<file path="config.mk">
export PLATFORM = sky130hd
export DESIGN_NAME = flp_burst_tx
export DESIGN_NICKNAME = d
export VERILOG_FILES = /design/src/rtl/flp_pkg.sv /design/src/rtl/flp_tick_timer.sv /design/src/rtl/flp_word_shifter.sv /design/src/rtl/flp_ctrl.sv /design/src/rtl/flp_burst_tx.sv
export SDC_FILE = /design/constraint.sdc
export NUM_CORES = 1
export LEC_CHECK = 0
export BUFFER_PORTS_ARGS = -buffer_cell sky130_fd_sc_hd__buf_2
export CORE_ASPECT_RATIO = 0.75
export CORE_MARGIN = 2
export CORE_UTILIZATION = 50
export CTS_CLUSTER_SIZE = 14
export DETAILED_ROUTE_END_ITERATION = 10
export HOLD_SLACK_MARGIN = 0.06
export PLACE_DENSITY_LB_ADDON = 0.1
export SYNTH_ARGS = -nofsm -noshare
export SYNTH_HDL_FRONTEND = slang
export SYNTH_SLANG_ARGS = --single-unit
</file>
<file path="constraint.sdc">
create_clock -name clk -period 3 [get_ports clk]
set_input_delay 0.15 -clock clk [delete_from_list [all_inputs] [get_ports clk]]
set_output_delay 0.15 -clock clk [all_outputs]
set_load 0.05 [all_outputs]
</file>
<file path="src/rtl/flp_pkg.sv">
package flp_pkg;
    typedef enum logic [1:0] {
        ST_IDLE,
        ST_MARK,
        ST_SPACE,
        ST_GAP
    } flp_state_e;
endpackage

</file>
<file path="src/rtl/flp_tick_timer.sv">
module flp_tick_timer #(
    parameter int CW = 18
) (
    input  logic          clk,
    input  logic          rst_n,
    input  logic          tick,
    input  logic          load,
    input  logic [CW-1:0] load_val,
    output logic          expired
);
    logic [CW-1:0] cnt_q;

    // A load of n makes the interval last n ticks: expired is seen on the nth.
    always_ff @(posedge clk) begin
        if (!rst_n) begin
            cnt_q <= '0;
        end else if (load) begin
            cnt_q <= load_val - CW'(1);
        end else if (tick && cnt_q != '0) begin
            cnt_q <= cnt_q - CW'(1);
        end
    end

    assign expired = (cnt_q == '0);

    assert_timer_hold_R10: assert property (@(posedge clk) disable iff (!rst_n)
        (!tick && !load) |=> $stable(cnt_q));
endmodule

</file>
<file path="src/rtl/flp_word_shifter.sv">
module flp_word_shifter #(
    parameter int N_BITS = 16,
    parameter int SW     = 6
) (
    input  logic              clk,
    input  logic              rst_n,
    input  logic              burst_start,
    input  logic              advance,
    input  logic [N_BITS-1:0] word_in,
    output logic              slot_bit,
    output logic              last_slot
);
    localparam int N_SLOTS = 2 * N_BITS + 1;

    logic [SW-1:0]     slot_q;
    logic [N_BITS-1:0] word_q;

    always_ff @(posedge clk) begin
        if (!rst_n) begin
            slot_q <= '0;
            word_q <= '0;
        end else if (burst_start) begin
            slot_q <= '0;
            word_q <= word_in;
        end else if (advance) begin
            slot_q <= slot_q + SW'(1);
            if (slot_q[0]) begin
                word_q <= word_q >> 1;
            end
        end
    end

    // Even positions are clock pulses; odd positions take the current LSB.
    assign slot_bit  = slot_q[0] ? word_q[0] : 1'b1;
    assign last_slot = (slot_q == SW'(N_SLOTS - 1));

    assert_slot_range_R3: assert property (@(posedge clk) disable iff (!rst_n)
        slot_q <= SW'(N_SLOTS - 1));
    assert_word_hold_R7: assert property (@(posedge clk) disable iff (!rst_n)
        (!burst_start && !advance) |=> $stable(word_q));
endmodule

</file>
<file path="src/rtl/flp_ctrl.sv">
module flp_ctrl #(
    parameter int CW          = 18,
    parameter int PULSE_TICKS = 1,
    parameter int HALF_TICKS  = 625,
    parameter int GAP_TICKS   = 139375
) (
    input  logic          clk,
    input  logic          rst_n,
    input  logic          tick,
    input  logic          start,
    input  logic          stop,
    input  logic          timer_expired,
    input  logic          last_slot,
    input  logic          slot_bit,
    output logic          timer_load,
    output logic [CW-1:0] timer_val,
    output logic          burst_start,
    output logic          slot_advance,
    output logic          pulse_out,
    output logic          burst_done
);
    import flp_pkg::*;

    localparam logic [CW-1:0] MARK_LEN  = CW'(PULSE_TICKS);
    localparam logic [CW-1:0] SPACE_LEN = CW'(HALF_TICKS - PULSE_TICKS);
    localparam logic [CW-1:0] GAP_LEN   = CW'(GAP_TICKS);

    flp_state_e st_q, st_nxt;
    logic       run_q;
    logic       done_q;
    logic       finish;

    // Next-state and control decode
    always_comb begin
        st_nxt       = st_q;
        timer_load   = 1'b0;
        timer_val    = '0;
        burst_start  = 1'b0;
        slot_advance = 1'b0;
        finish       = 1'b0;
        if (tick) begin
            unique case (st_q)
                ST_IDLE: begin
                    if (run_q) begin
                        st_nxt      = ST_MARK;
                        timer_load  = 1'b1;
                        timer_val   = MARK_LEN;
                        burst_start = 1'b1;
                    end
                end
                ST_MARK: begin
                    if (timer_expired) begin
                        st_nxt     = ST_SPACE;
                        timer_load = 1'b1;
                        timer_val  = SPACE_LEN;
                    end
                end
                ST_SPACE: begin
                    if (timer_expired) begin
                        if (last_slot) begin
                            finish = 1'b1;
                            if (run_q) begin
                                st_nxt     = ST_GAP;
                                timer_load = 1'b1;
                                timer_val  = GAP_LEN;
                            end else begin
                                st_nxt = ST_IDLE;
                            end
                        end else begin
                            st_nxt       = ST_MARK;
                            slot_advance = 1'b1;
                            timer_load   = 1'b1;
                            timer_val    = MARK_LEN;
                        end
                    end
                end
                ST_GAP: begin
                    if (!run_q) begin
                        st_nxt = ST_IDLE;
                    end else if (timer_expired) begin
                        st_nxt      = ST_MARK;
                        timer_load  = 1'b1;
                        timer_val   = MARK_LEN;
                        burst_start = 1'b1;
                    end
                end
            endcase
        end
    end

    // State register
    always_ff @(posedge clk) begin
        if (!rst_n) begin
            st_q   <= ST_IDLE;
            run_q  <= 1'b0;
            done_q <= 1'b0;
        end else begin
            st_q   <= st_nxt;
            done_q <= finish;
            if (stop) begin
                run_q <= 1'b0;
            end else if (start) begin
                run_q <= 1'b1;
            end
        end
    end

    // Outputs
    always_comb begin
        pulse_out  = (st_q == ST_MARK) && slot_bit;
        burst_done = done_q;
    end

    assert_first_clock_R2: assert property (@(posedge clk) disable iff (!rst_n)
        burst_start |=> pulse_out);
    assert_done_strobe_R5: assert property (@(posedge clk) disable iff (!rst_n)
        burst_done |=> !burst_done);
    assert_state_hold_R10: assert property (@(posedge clk) disable iff (!rst_n)
        !tick |=> $stable(st_q));
    assert_stop_wins_R9: assert property (@(posedge clk) disable iff (!rst_n)
        stop |=> !run_q);
endmodule

</file>
<file path="src/rtl/flp_burst_tx.sv">
module flp_burst_tx #(
    parameter int N_BITS      = 16,
    parameter int PULSE_TICKS = 1,
    parameter int HALF_TICKS  = 625,
    parameter int GAP_TICKS   = 139375
) (
    input  logic              clk,
    input  logic              rst_n,
    input  logic              tick,
    input  logic              start,
    input  logic              stop,
    input  logic [N_BITS-1:0] code_word,
    output logic              pulse_out,
    output logic              burst_done
);
    localparam int N_SLOTS = 2 * N_BITS + 1;
    localparam int SW      = $clog2(N_SLOTS);
    localparam int CW      = $clog2(GAP_TICKS + HALF_TICKS + 1);

    logic          timer_load;
    logic [CW-1:0] timer_val;
    logic          timer_expired;
    logic          burst_start;
    logic          slot_advance;
    logic          slot_bit;
    logic          last_slot;

    flp_tick_timer #(.CW(CW)) u_timer (
        .clk      (clk),
        .rst_n    (rst_n),
        .tick     (tick),
        .load     (timer_load),
        .load_val (timer_val),
        .expired  (timer_expired)
    );

    flp_word_shifter #(.N_BITS(N_BITS), .SW(SW)) u_shift (
        .clk         (clk),
        .rst_n       (rst_n),
        .burst_start (burst_start),
        .advance     (slot_advance),
        .word_in     (code_word),
        .slot_bit    (slot_bit),
        .last_slot   (last_slot)
    );

    flp_ctrl #(
        .CW          (CW),
        .PULSE_TICKS (PULSE_TICKS),
        .HALF_TICKS  (HALF_TICKS),
        .GAP_TICKS   (GAP_TICKS)
    ) u_ctrl (
        .clk           (clk),
        .rst_n         (rst_n),
        .tick          (tick),
        .start         (start),
        .stop          (stop),
        .timer_expired (timer_expired),
        .last_slot     (last_slot),
        .slot_bit      (slot_bit),
        .timer_load    (timer_load),
        .timer_val     (timer_val),
        .burst_start   (burst_start),
        .slot_advance  (slot_advance),
        .pulse_out     (pulse_out),
        .burst_done    (burst_done)
    );
endmodule

</file>
==> results of run 1 <==
## layout make-up
type / instances / area share
timing repair buffer: 38 / 0.07443
tap: 75 / 0.03001
multi-input combinational: 255 / 0.5686
clock buffer: 5 / 0.02201
sequential: 44 / 0.2817
clock inverter: 3 / 0.01481
inverter: 7 / 0.008403
## layout by cell type, fill, tap and decap left out, drive strengths merged, types with 4 or more instances in the layout
| cell | count |
|---|---|
| nor4 | 10 |
| mux2i | 18 |
| inv | 8 |
| nor2 | 22 |
| buf | 37 |
| dfxtp | 44 |
| a21o | 4 |
| nand2b | 4 |
| and2 | 7 |
| nand4 | 7 |
| and3 | 5 |
| a21oi | 32 |
| ha | 8 |
| a31oi | 7 |
| nand2 | 22 |
| nor3 | 9 |
| xor2 | 4 |
| o21ai | 29 |
| or3 | 5 |
| clkbuf | 5 |
| nand3 | 14 |
## cell usage after synthesis, types with 5 or more instances
cell,instances
a31oi_1,7
nand3_1,13
and2_1,6
inv_1,7
nand4_1,6
o21ai_1,5
and3_1,5
nand2_1,20
clkbuf_1,7
nor2_1,22
a21oi_1,32
nor3_1,6
ha_1,8
buf_2,6
nor4_1,5
o21ai_0,24
dfxtp_1,44
mux2i_1,18
or3_1,5
## stage by stage
stage,cells,power (mW),utilization,hold slack [ps],setup slack [ps]
after floorplan,322,1.993,-,226.8,169.6
after global placement,416,2.403,0.5591,315.5,271.9
after detailed placement,416,2.397,0.5591,317.1,103.9
after CTS,425,2.885,0.5826,79.95,43.04
after global routing,427,3.153,0.5873,81.49,0.1483
final,427,2.975,0.5873,85.21,178.0
## power groups by stage
stage | Combinational (mW) | Clock (mW) | Sequential (mW)
2_1_floorplan | 1.17 | 0 | 0.823
3_3_place_gp | 1.55 | 0 | 0.858
3_5_place_dp | 1.54 | 0 | 0.859
4_1_cts | 1.55 | 0.489 | 0.846
5_1_grt | 1.77 | 0.511 | 0.868
6_report | 1.65 | 0.476 | 0.851
## state kept, by name (all words and copies together), names as in the netlist
signal / cells
u_ctrl.burst_done: 1
u_shift.word_q: 16
u_ctrl.st_q: 2
u_shift.slot_q: 6
u_timer.cnt_q: 18
u_ctrl.run_q: 1
## timing repair
item	in CTS	in global routing
hold endpoints to repair	1	0
setup endpoints to repair	0	8
hold buffers	1	0
buffers inserted	0	2
resized for setup	0	5
## worst max-delay path by stage
stage | from | to | slack [ps] | depth (start not counted)
after detailed placement | u_ctrl.st_q[0]$_SDFFE_PN0P_ | u_timer.cnt_q[8]$_SDFFE_PN0P_ | 100 | 12
after CTS | u_ctrl.st_q[0]$_SDFFE_PN0P_ | u_timer.cnt_q[8]$_SDFFE_PN0P_ | 40 | 12
after floorplan | u_ctrl.st_q[0]$_SDFFE_PN0P_ | u_timer.cnt_q[6]$_SDFFE_PN0P_ | 170 | 12
final | u_timer.cnt_q[1]$_SDFFE_PN0P_ | u_timer.cnt_q[8]$_SDFFE_PN0P_ | 180 | 10
after global routing | u_timer.cnt_q[1]$_SDFFE_PN0P_ | u_timer.cnt_q[8]$_SDFFE_PN0P_ | 0.1 | 10
after global placement | u_ctrl.st_q[0]$_SDFFE_PN0P_ | u_timer.cnt_q[8]$_SDFFE_PN0P_ | 270 | 12
## metal layers
metal,part of all wire,vias up,global-route usage
met3,0.086,15,0.06057
met4,0.016,0,0.07692
met2,0.41,103,0.3371
met5,0,-,0
li1,-,1277,-
met1,0.49,1154,0.3187
## kinds of logic (layout without fill, tap and decap cells)
| group | Yosys count | after routing |
|---|---|---|
| flops | 44 | 44 |
| simple gates | 119 | 119 |
| buf+inv | 23 | 53 |
| compound gates | 104 | 104 |
| fa+ha+maj | 8 | 8 |
| mux | 19 | 19 |
| xor+xnor | 5 | 5 |
## worst register-to-register path, cell delays in order, from the launching register on
cell and delay, ps:
dfxtp_1 380, nor4_4 430, nand2_2 230, nor2_1 230
o21ai_0 140, a21oi_1 200, ha_2 260, nand2_1 120
or3_1 330, a311oi_1 290, o21a_1 160
==> run metrics, run 1 <==
FF+latch count, synth=44; startpoint types=flop; total CTS buffers=5; Reg area=880.8 um^2; placed instance area=2977 um^2; CTS tree=done; layout cell share with drive strength beyond 1=0.1989; Skew-Pair Late Insertion Delay=310 ps; worst slew pin tran=898.5 ps; vias in the first global route=2195; Vias=2549; Net Count, Synth=351; Crit Path Max Fanout=6; H-tree levels=2; diode count=0; Top FF cell, synth=dfxtp_1; drt initial violations=205; Yosys warnings=0; Total GRT Usage=0.2264; initial cell density of the core=0.5187; hpwl dp=4919 um; Crit Path Category=reg -> reg; P_leak=1.298 nW; Peak supply drop=0.6215 mV; Hold Path Origin=code_word[15]; status=completed; wire per inst=15.94 um; clock skew=9.560 ps; Fin. Hold Viols=0; worst reg2reg setup slack=180 ps; router iterations before antenna repair=4; Port-buffer cells=22; layout net count=380; Final Slew Violations=0; Worst Path Arrival=3080 ps; RSZ-0062 raised after global routing=no; Post-Synth Adder-Cell Area=0.03625; clk slew on worst S/H paths=90 ps; Die Span Y=68.36 um; synthesized area=2761 um^2; switching share of total power=0.4495; pwr dens=951.3 nW/um^2; # DRC=0; Synth Area in Compound Gates=0.2474; Core ar.=5324 um^2; final period utilization=0.9407; initial antenna violation count=0; reg2reg end=u_timer.cnt_q[8]$_SDFFE_PN0P_; Synth async-reset ratio=0; largest net degree at the start of global routing=33; Worst Hold Endpoint=u_shift.word_q[15]$_SDFFE_PN0P_; first-pass GRT wire length=11040 um; Root Buffer=clkbuf_8; Cell Chain, Critical Path=nor4_4 > nand2_2 > nor2_1 > o21ai_0 > a21oi_1 > ha_2 > nand2_1 > or3_1 > a311oi_1 > o21a_1; fillers=485; Max Root-Sink Buffers=2; Buffers & Inverters on Critical Path=0; Layout area overhead=13.23%; total clock sinks=44; top cell type's share of synthesized area=0.3190; via/cell ratio=5.970; part of the Yosys area used for sequential elements=0.3190; CP Capture Type=flop; Setup TNS=0 ps; dominant cells by area after synthesis=dfxtp_1 (32%), mux2i_1 (6.5%), a21oi_1 (5.8%); total congestion overflow=0; Final GP Congestion=0.9696; R2R Path Start=u_timer.cnt_q[1]$_SDFFE_PN0P_; Logic pwr share=0.554; Post-Syn Instances=322; area of the multi-input gates=1778 um^2; Boundary Pins=23; final wirelength=6805 um; simple-gate share of the synthesized area=0.2714; max_slew headroom=0.4010; die area=6139 um^2; max incr delay on CP=420 ps; Max Cap Viol=0; DRT antenna net count=0; NetSw=1.337 mW; die width=89.81 um; Clock power frac=0.160; mux contribution to synthesized area=0.06932; worst path required time=3260 ps; R2R cell count=10; sequential power share=0.286; Syn Area/Cell=8.576 um^2; Slowest-stage cell, CP=nor4_4; cell area after layout=3127 um^2; Rows=23; CP delay by family, top=simple AND/OR/NAND/NOR gates; Post-synth EDFFs=0; hold path depth=3; Int Power=1.637 mW; final setup violation count=0; post-synthesis xor/xnor area fraction=0.01586; largest family of logic cells by synthesized area=simple AND/OR/NAND/NOR gates; count of cell types in the netlist=66; Max Freq=0.3544 GHz; Hold WC Path Type=in -> reg; Final Critical Period=2822 ps; Synth area leader=dfxtp_1
(Power assumes the default switching activity.)
==> run 2, diff against run 1 <==
BUFFER_PORTS_ARGS = -buffer_cell sky130_fd_sc_hd__clkbuf_2   (was -buffer_cell sky130_fd_sc_hd__buf_2)
clock period = 3.1 ns   (was 3 ns; I/O delays follow)
==> run 2 against run 1 <==
  * Final cell count fell by 0.94%
  * First-iteration DRC count rose by 15%
  * Count of clock-buffer cells in the layout did not move
  * Critical endpoint unchanged
  * Largest cell class unchanged
  * Largest power group unchanged
==> run metrics, run 2 (synthesized netlist as in run 1, its figures left out) <==
worst path required time=3350 ps; Largest register FFs=18; total clock sinks=44; # DRC=0; RSZ-0062 raised after global routing=no; Most flops, register=u_timer.cnt_q; layout net count=376; Boundary Pins=23; most frequent cells in the layout=dfxtp_1 (44), a21oi_1 (32), o21ai_0 (23); startpoint types=flop; clk slew on worst S/H paths=100 ps; drt initial violations=236; Hold WC Path Type=in -> reg; DRT antenna net count=0; Setup TNS=0 ps; via/cell ratio=6.040; worst slew pin tran=861.3 ps; first-pass GRT wire length=10580 um; CTS tree=done; hpwl dp=4873 um; P_leak=1.283 nW; fillers=511; Core ar.=5324 um^2; total congestion overflow=0; Vias=2555; wire per inst=15.85 um; status=completed; final setup violation count=0; H-tree levels=2; pwr dens=881.3 nW/um^2; initial antenna violation count=0; commonest non-fill, non-tap cell in the layout=dfxtp_1; Total GRT Usage=0.2149; initial cell density of the core=0.5187; diode count=0; vias in the first global route=2096; Largest regs=u_timer.cnt_q x18, u_shift.word_q x16, u_shift.slot_q x6; Overall Power=2.720 mW; Final Slew Violations=0; Rows=23; max_slew headroom=0.4258; Final GP Congestion=1.013; Max Root-Sink Buffers=2; die width=89.81 um; Port-buffer cells=22; clock skew=9.350 ps; CP Capture Type=flop; router iterations before antenna repair=6; Crit Path Category=reg -> reg; die area=6139 um^2; Fin. Hold Viols=0; Peak supply drop=0.5530 mV; Crit Path Max Fanout=9; Worst Path Arrival=3100 ps; final period utilization=0.9213; Skew-Pair Late Insertion Delay=300 ps; layout cell share with drive strength beyond 1=0.1782; Max Freq=0.3501 GHz; Die Span Y=68.36 um; Root Buffer=clkbuf_8; Max Cap Viol=0; total CTS buffers=5; final wirelength=6704 um; Layout area overhead=11.78%; Final Critical Period=2856 ps; largest net degree at the start of global routing=31
==> run 2: cell types whose count changed in the layout (fill, tap and decap cells not counted) <==
cell	previous run	this run
nand2_1	19	20
nor2b_1	1	2
ha_2	2	0
buf_4	15	11
ha_1	6	8
buf_2	22	0
nand2_2	2	1
nor2b_2	1	0
clkbuf_2	0	22
==> run 2: final timing paths <==
check	startpoint	end	slack (ps)	depth (start not counted)
min reg2reg	u_shift.word_q[15]$_SDFFE_PN0P_	u_shift.word_q[15]$_SDFFE_PN0P_	480	2
max	u_ctrl.st_q[0]$_SDFFE_PN0P_	u_timer.cnt_q[8]$_SDFFE_PN0P_	240	12
min	code_word[15]	u_shift.word_q[15]$_SDFFE_PN0P_	70	3
max reg2reg	u_ctrl.st_q[0]$_SDFFE_PN0P_	u_timer.cnt_q[8]$_SDFFE_PN0P_	240	12
==> run 2: through the flow <==
stage	hold WS (ps)	std cells	setup slack (ps)	util	cell area [um^2]
after floorplan	231.8	322	269.6	-	2761
after global placement	324.9	414	348.0	0.5563	2962
after detailed placement	324.5	414	272.1	0.5563	2962
after CTS	71.56	423	240.7	0.5798	3087
after global routing	99.31	423	6.686	0.5798	3087
final	73.50	423	244.0	0.5798	3087
==> run 2: layout make-up <==
cell class	instances	area, um^2	area share
tap	75	93.84	0.03040
clock inverter	3	46.29	0.01500
sequential	44	880.8	0.2854
inverter	7	26.28	0.008512
clock buffer	5	68.82	0.02229
timing repair buffer	34	202.7	0.06567
multi-input combinational	255	1768	0.5728
==> run 2: where the power goes <==
group	total (mW)	leakage, nW	internal, mW	switching [mW]
Combinational	1.43	0.870	0.544	0.882
Sequential	0.828	0.358	0.675	0.153
Clock	0.466	0.0548	0.243	0.223
==> run 2: what timing repair did <==
action / in CTS / in global routing
gates resized for setup: 0 / 1
hold endpoints to repair: 1 / 0
endpoints found under the setup margin: 0 / 2
setup buffers: 0 / 0
hold buffers: 1 / 0
==> run 2: worst max-delay path, cell delays in order (launching register included) <==
cell      delay, ps
dfxtp_1         410
inv_1           100
ha_1            300
nor2b_1         230
o21ai_1         140
nand2_1         150
o21ai_0         130
a21oi_1         180
ha_1            260
nand2_1         140
or3_1           330
a311oi_1        260
o21a_1          150
==> run 2: per-layer routing <==
| metal | up-vias | track usage | wire length, um |
|---|---|---|---|
| li1 | 1268 | - | - |
| met1 | 1176 | 0.3152 | 3265 |
| met2 | 105 | 0.3201 | 2793 |
| met3 | 6 | 0.04956 | 598 |
| met4 | 0 | 0.05192 | 47 |
| met5 | - | 0 | 0 |
==> run 3, diff against run 2 <==
PLACE_DENSITY = 0.75   (was default)
PLACE_DENSITY_LB_ADDON = default   (was 0.1)
==> run 3 against run 2 <==
  * Routed wire length grew 0.57%
  * Clock power is essentially flat
  * Sequential share of layout area grew 0.093 points
  * Global-route usage grew 0.58 points
  * Non-clock buffer count shrank 2
  * Hold slack gained 16 ps
  * Die area is the same
  * Clock skew shrank 1.1 ps
  * Final cell count shrank 0.47%
  * Core utilization shrank 0.19 points
  * Critical path type unchanged
  * Largest power group unchanged
==> run metrics, run 3 (synthesized netlist as in run 1, its figures left out) <==
Worst Path Arrival=3070 ps; initial cell density of the core=0.5187; Die Span Y=68.36 um; router iterations before antenna repair=4; Total GRT Usage=0.2207; Largest regs=u_timer.cnt_q x18, u_shift.word_q x16, u_shift.slot_q x6; pwr dens=894.1 nW/um^2; # DRC=0; wire per inst=16.01 um; clk slew on worst S/H paths=90 ps; RSZ-0062 raised after global routing=no; via/cell ratio=6.152; worst slew pin tran=909.8 ps; diode count=0; dpl ws=186.5 ps; Final GP Congestion=0.9270; Largest register FFs=18; Logic pwr share=0.532; area of the multi-input gates=1773 um^2; Layout area overhead=11.42%; vias in the first global route=2222; Most flops, register=u_timer.cnt_q; CP Capture Type=flop; first-pass GRT wire length=10940 um; most frequent cells in the layout=dfxtp_1 (44), a21oi_1 (32), o21ai_0 (23); Rows=23; total CTS buffers=5; Final Slew Violations=0; Core ar.=5324 um^2; drt initial violations=214; Max Freq=0.3461 GHz; Crit Path Category=reg -> reg; layout net count=374; final wirelength=6742 um; largest net degree at the start of global routing=32; die area=6139 um^2; final period utilization=0.9320; DRT antenna net count=0; Hold WC Path Type=in -> reg; Setup TNS=0 ps; initial antenna violation count=0; P_leak=1.272 nW; Max Cap Viol=0; Worst Slack Setup Final=210.8 ps; Reg area=880.8 um^2; switching share of total power=0.4562; die width=89.81 um; Int Power=1.496 mW; Vias=2590; Boundary Pins=23; total congestion overflow=0; layout cell share with drive strength beyond 1=0.1792; status=completed; NetSw=1.255 mW; total clock sinks=44; Max Root-Sink Buffers=2; Layout Utilization=0.5779; commonest non-fill, non-tap cell in the layout=dfxtp_1; final setup violation count=0; Final Critical Period=2889 ps; Peak supply drop=0.3774 mV; worst hold margin=89.38 ps; clock skew=8.218 ps; Crit Path Max Fanout=8; H-tree levels=2; worst path required time=3280 ps; Port-buffer cells=22; Skew-Pair Late Insertion Delay=310 ps; fillers=490; max_slew headroom=0.3935; Overall Power=2.751 mW; Fin. Hold Viols=0; Root Buffer=clkbuf_8; startpoint types=flop; CTS tree=done; Clock power frac=0.169; sequential power share=0.299; hpwl dp=4828 um
[run 3: cell count changes in the layout (fill, tap and decap cells not counted), sizes merged]
cell  before  now
buf       11    9
[run 3: power groups by stage]
stage | clock (mW) | sequential, mW | combinational [mW]
3_5_place_dp | 0 | 0.831 | 1.42
4_1_cts | 0.471 | 0.819 | 1.43
6_report | 0.466 | 0.823 | 1.46
5_1_grt | 0.491 | 0.844 | 1.58
2_1_floorplan | 0 | 0.796 | 1.13
3_3_place_gp | 0 | 0.827 | 1.41
[run 3: critical path, cell delays in order (launching register included)]
cell      delay, ps
dfxtp_1         430
inv_1           110
ha_1            320
o31a_1          350
o21ai_1         250
nand2_2         140
o21ai_0         140
a21oi_1         120
ha_2            260
nand2_1         150
nor4_1           80
a221oi_1        310
a21oi_1         110
[run 3: metrics by stage]
step	instance area (um^2)	instances
global route	3077	421
floorplan	2761	322
global placement	2947	412
CTS	3072	421
finish	3077	421
detailed placement	2947	412
[run 3: final timing paths]
kind	start	endpoint	slack (ps)	cells past startpoint
worst max-delay path	u_ctrl.st_q[0]$_SDFFE_PN0P_	u_timer.cnt_q[4]$_SDFFE_PN0P_	210	12
worst min-delay path	start	u_ctrl.run_q$_SDFFE_PP0P_	90	3
worst max register to register	u_ctrl.st_q[0]$_SDFFE_PN0P_	u_timer.cnt_q[4]$_SDFFE_PN0P_	210	12
worst min register to register	u_shift.word_q[15]$_SDFFE_PN0P_	u_shift.word_q[15]$_SDFFE_PN0P_	480	2
[run 3: what timing repair did]
| action | in CTS | in global routing |
|---|---|---|
| hold buffers | 1 | 0 |
| buffers inserted | 0 | 0 |
| endpoints found under the setup margin | 0 | 4 |
| hold endpoints to repair | 1 | 0 |
| gates resized for setup | 0 | 3 |
[run 3: layout make-up]
| class | instances | share of cell area |
|---|---|---|
| clock buffer | 5 | 0.02237 |
| clock inverter | 3 | 0.01505 |
| inverter | 7 | 0.008540 |
| multi-input combinational | 255 | 0.5763 |
| sequential | 44 | 0.2863 |
| tap | 75 | 0.03050 |
| timing repair buffer | 32 | 0.06100 |
[run 3: layer usage]
metal,GRT usage,vias up,wire [um]
met2,0.3447,123,2882
met5,0,-,0
met3,0.04736,12,582
li1,-,1264,-
met4,0.05577,0,82
met1,0.3131,1191,3194
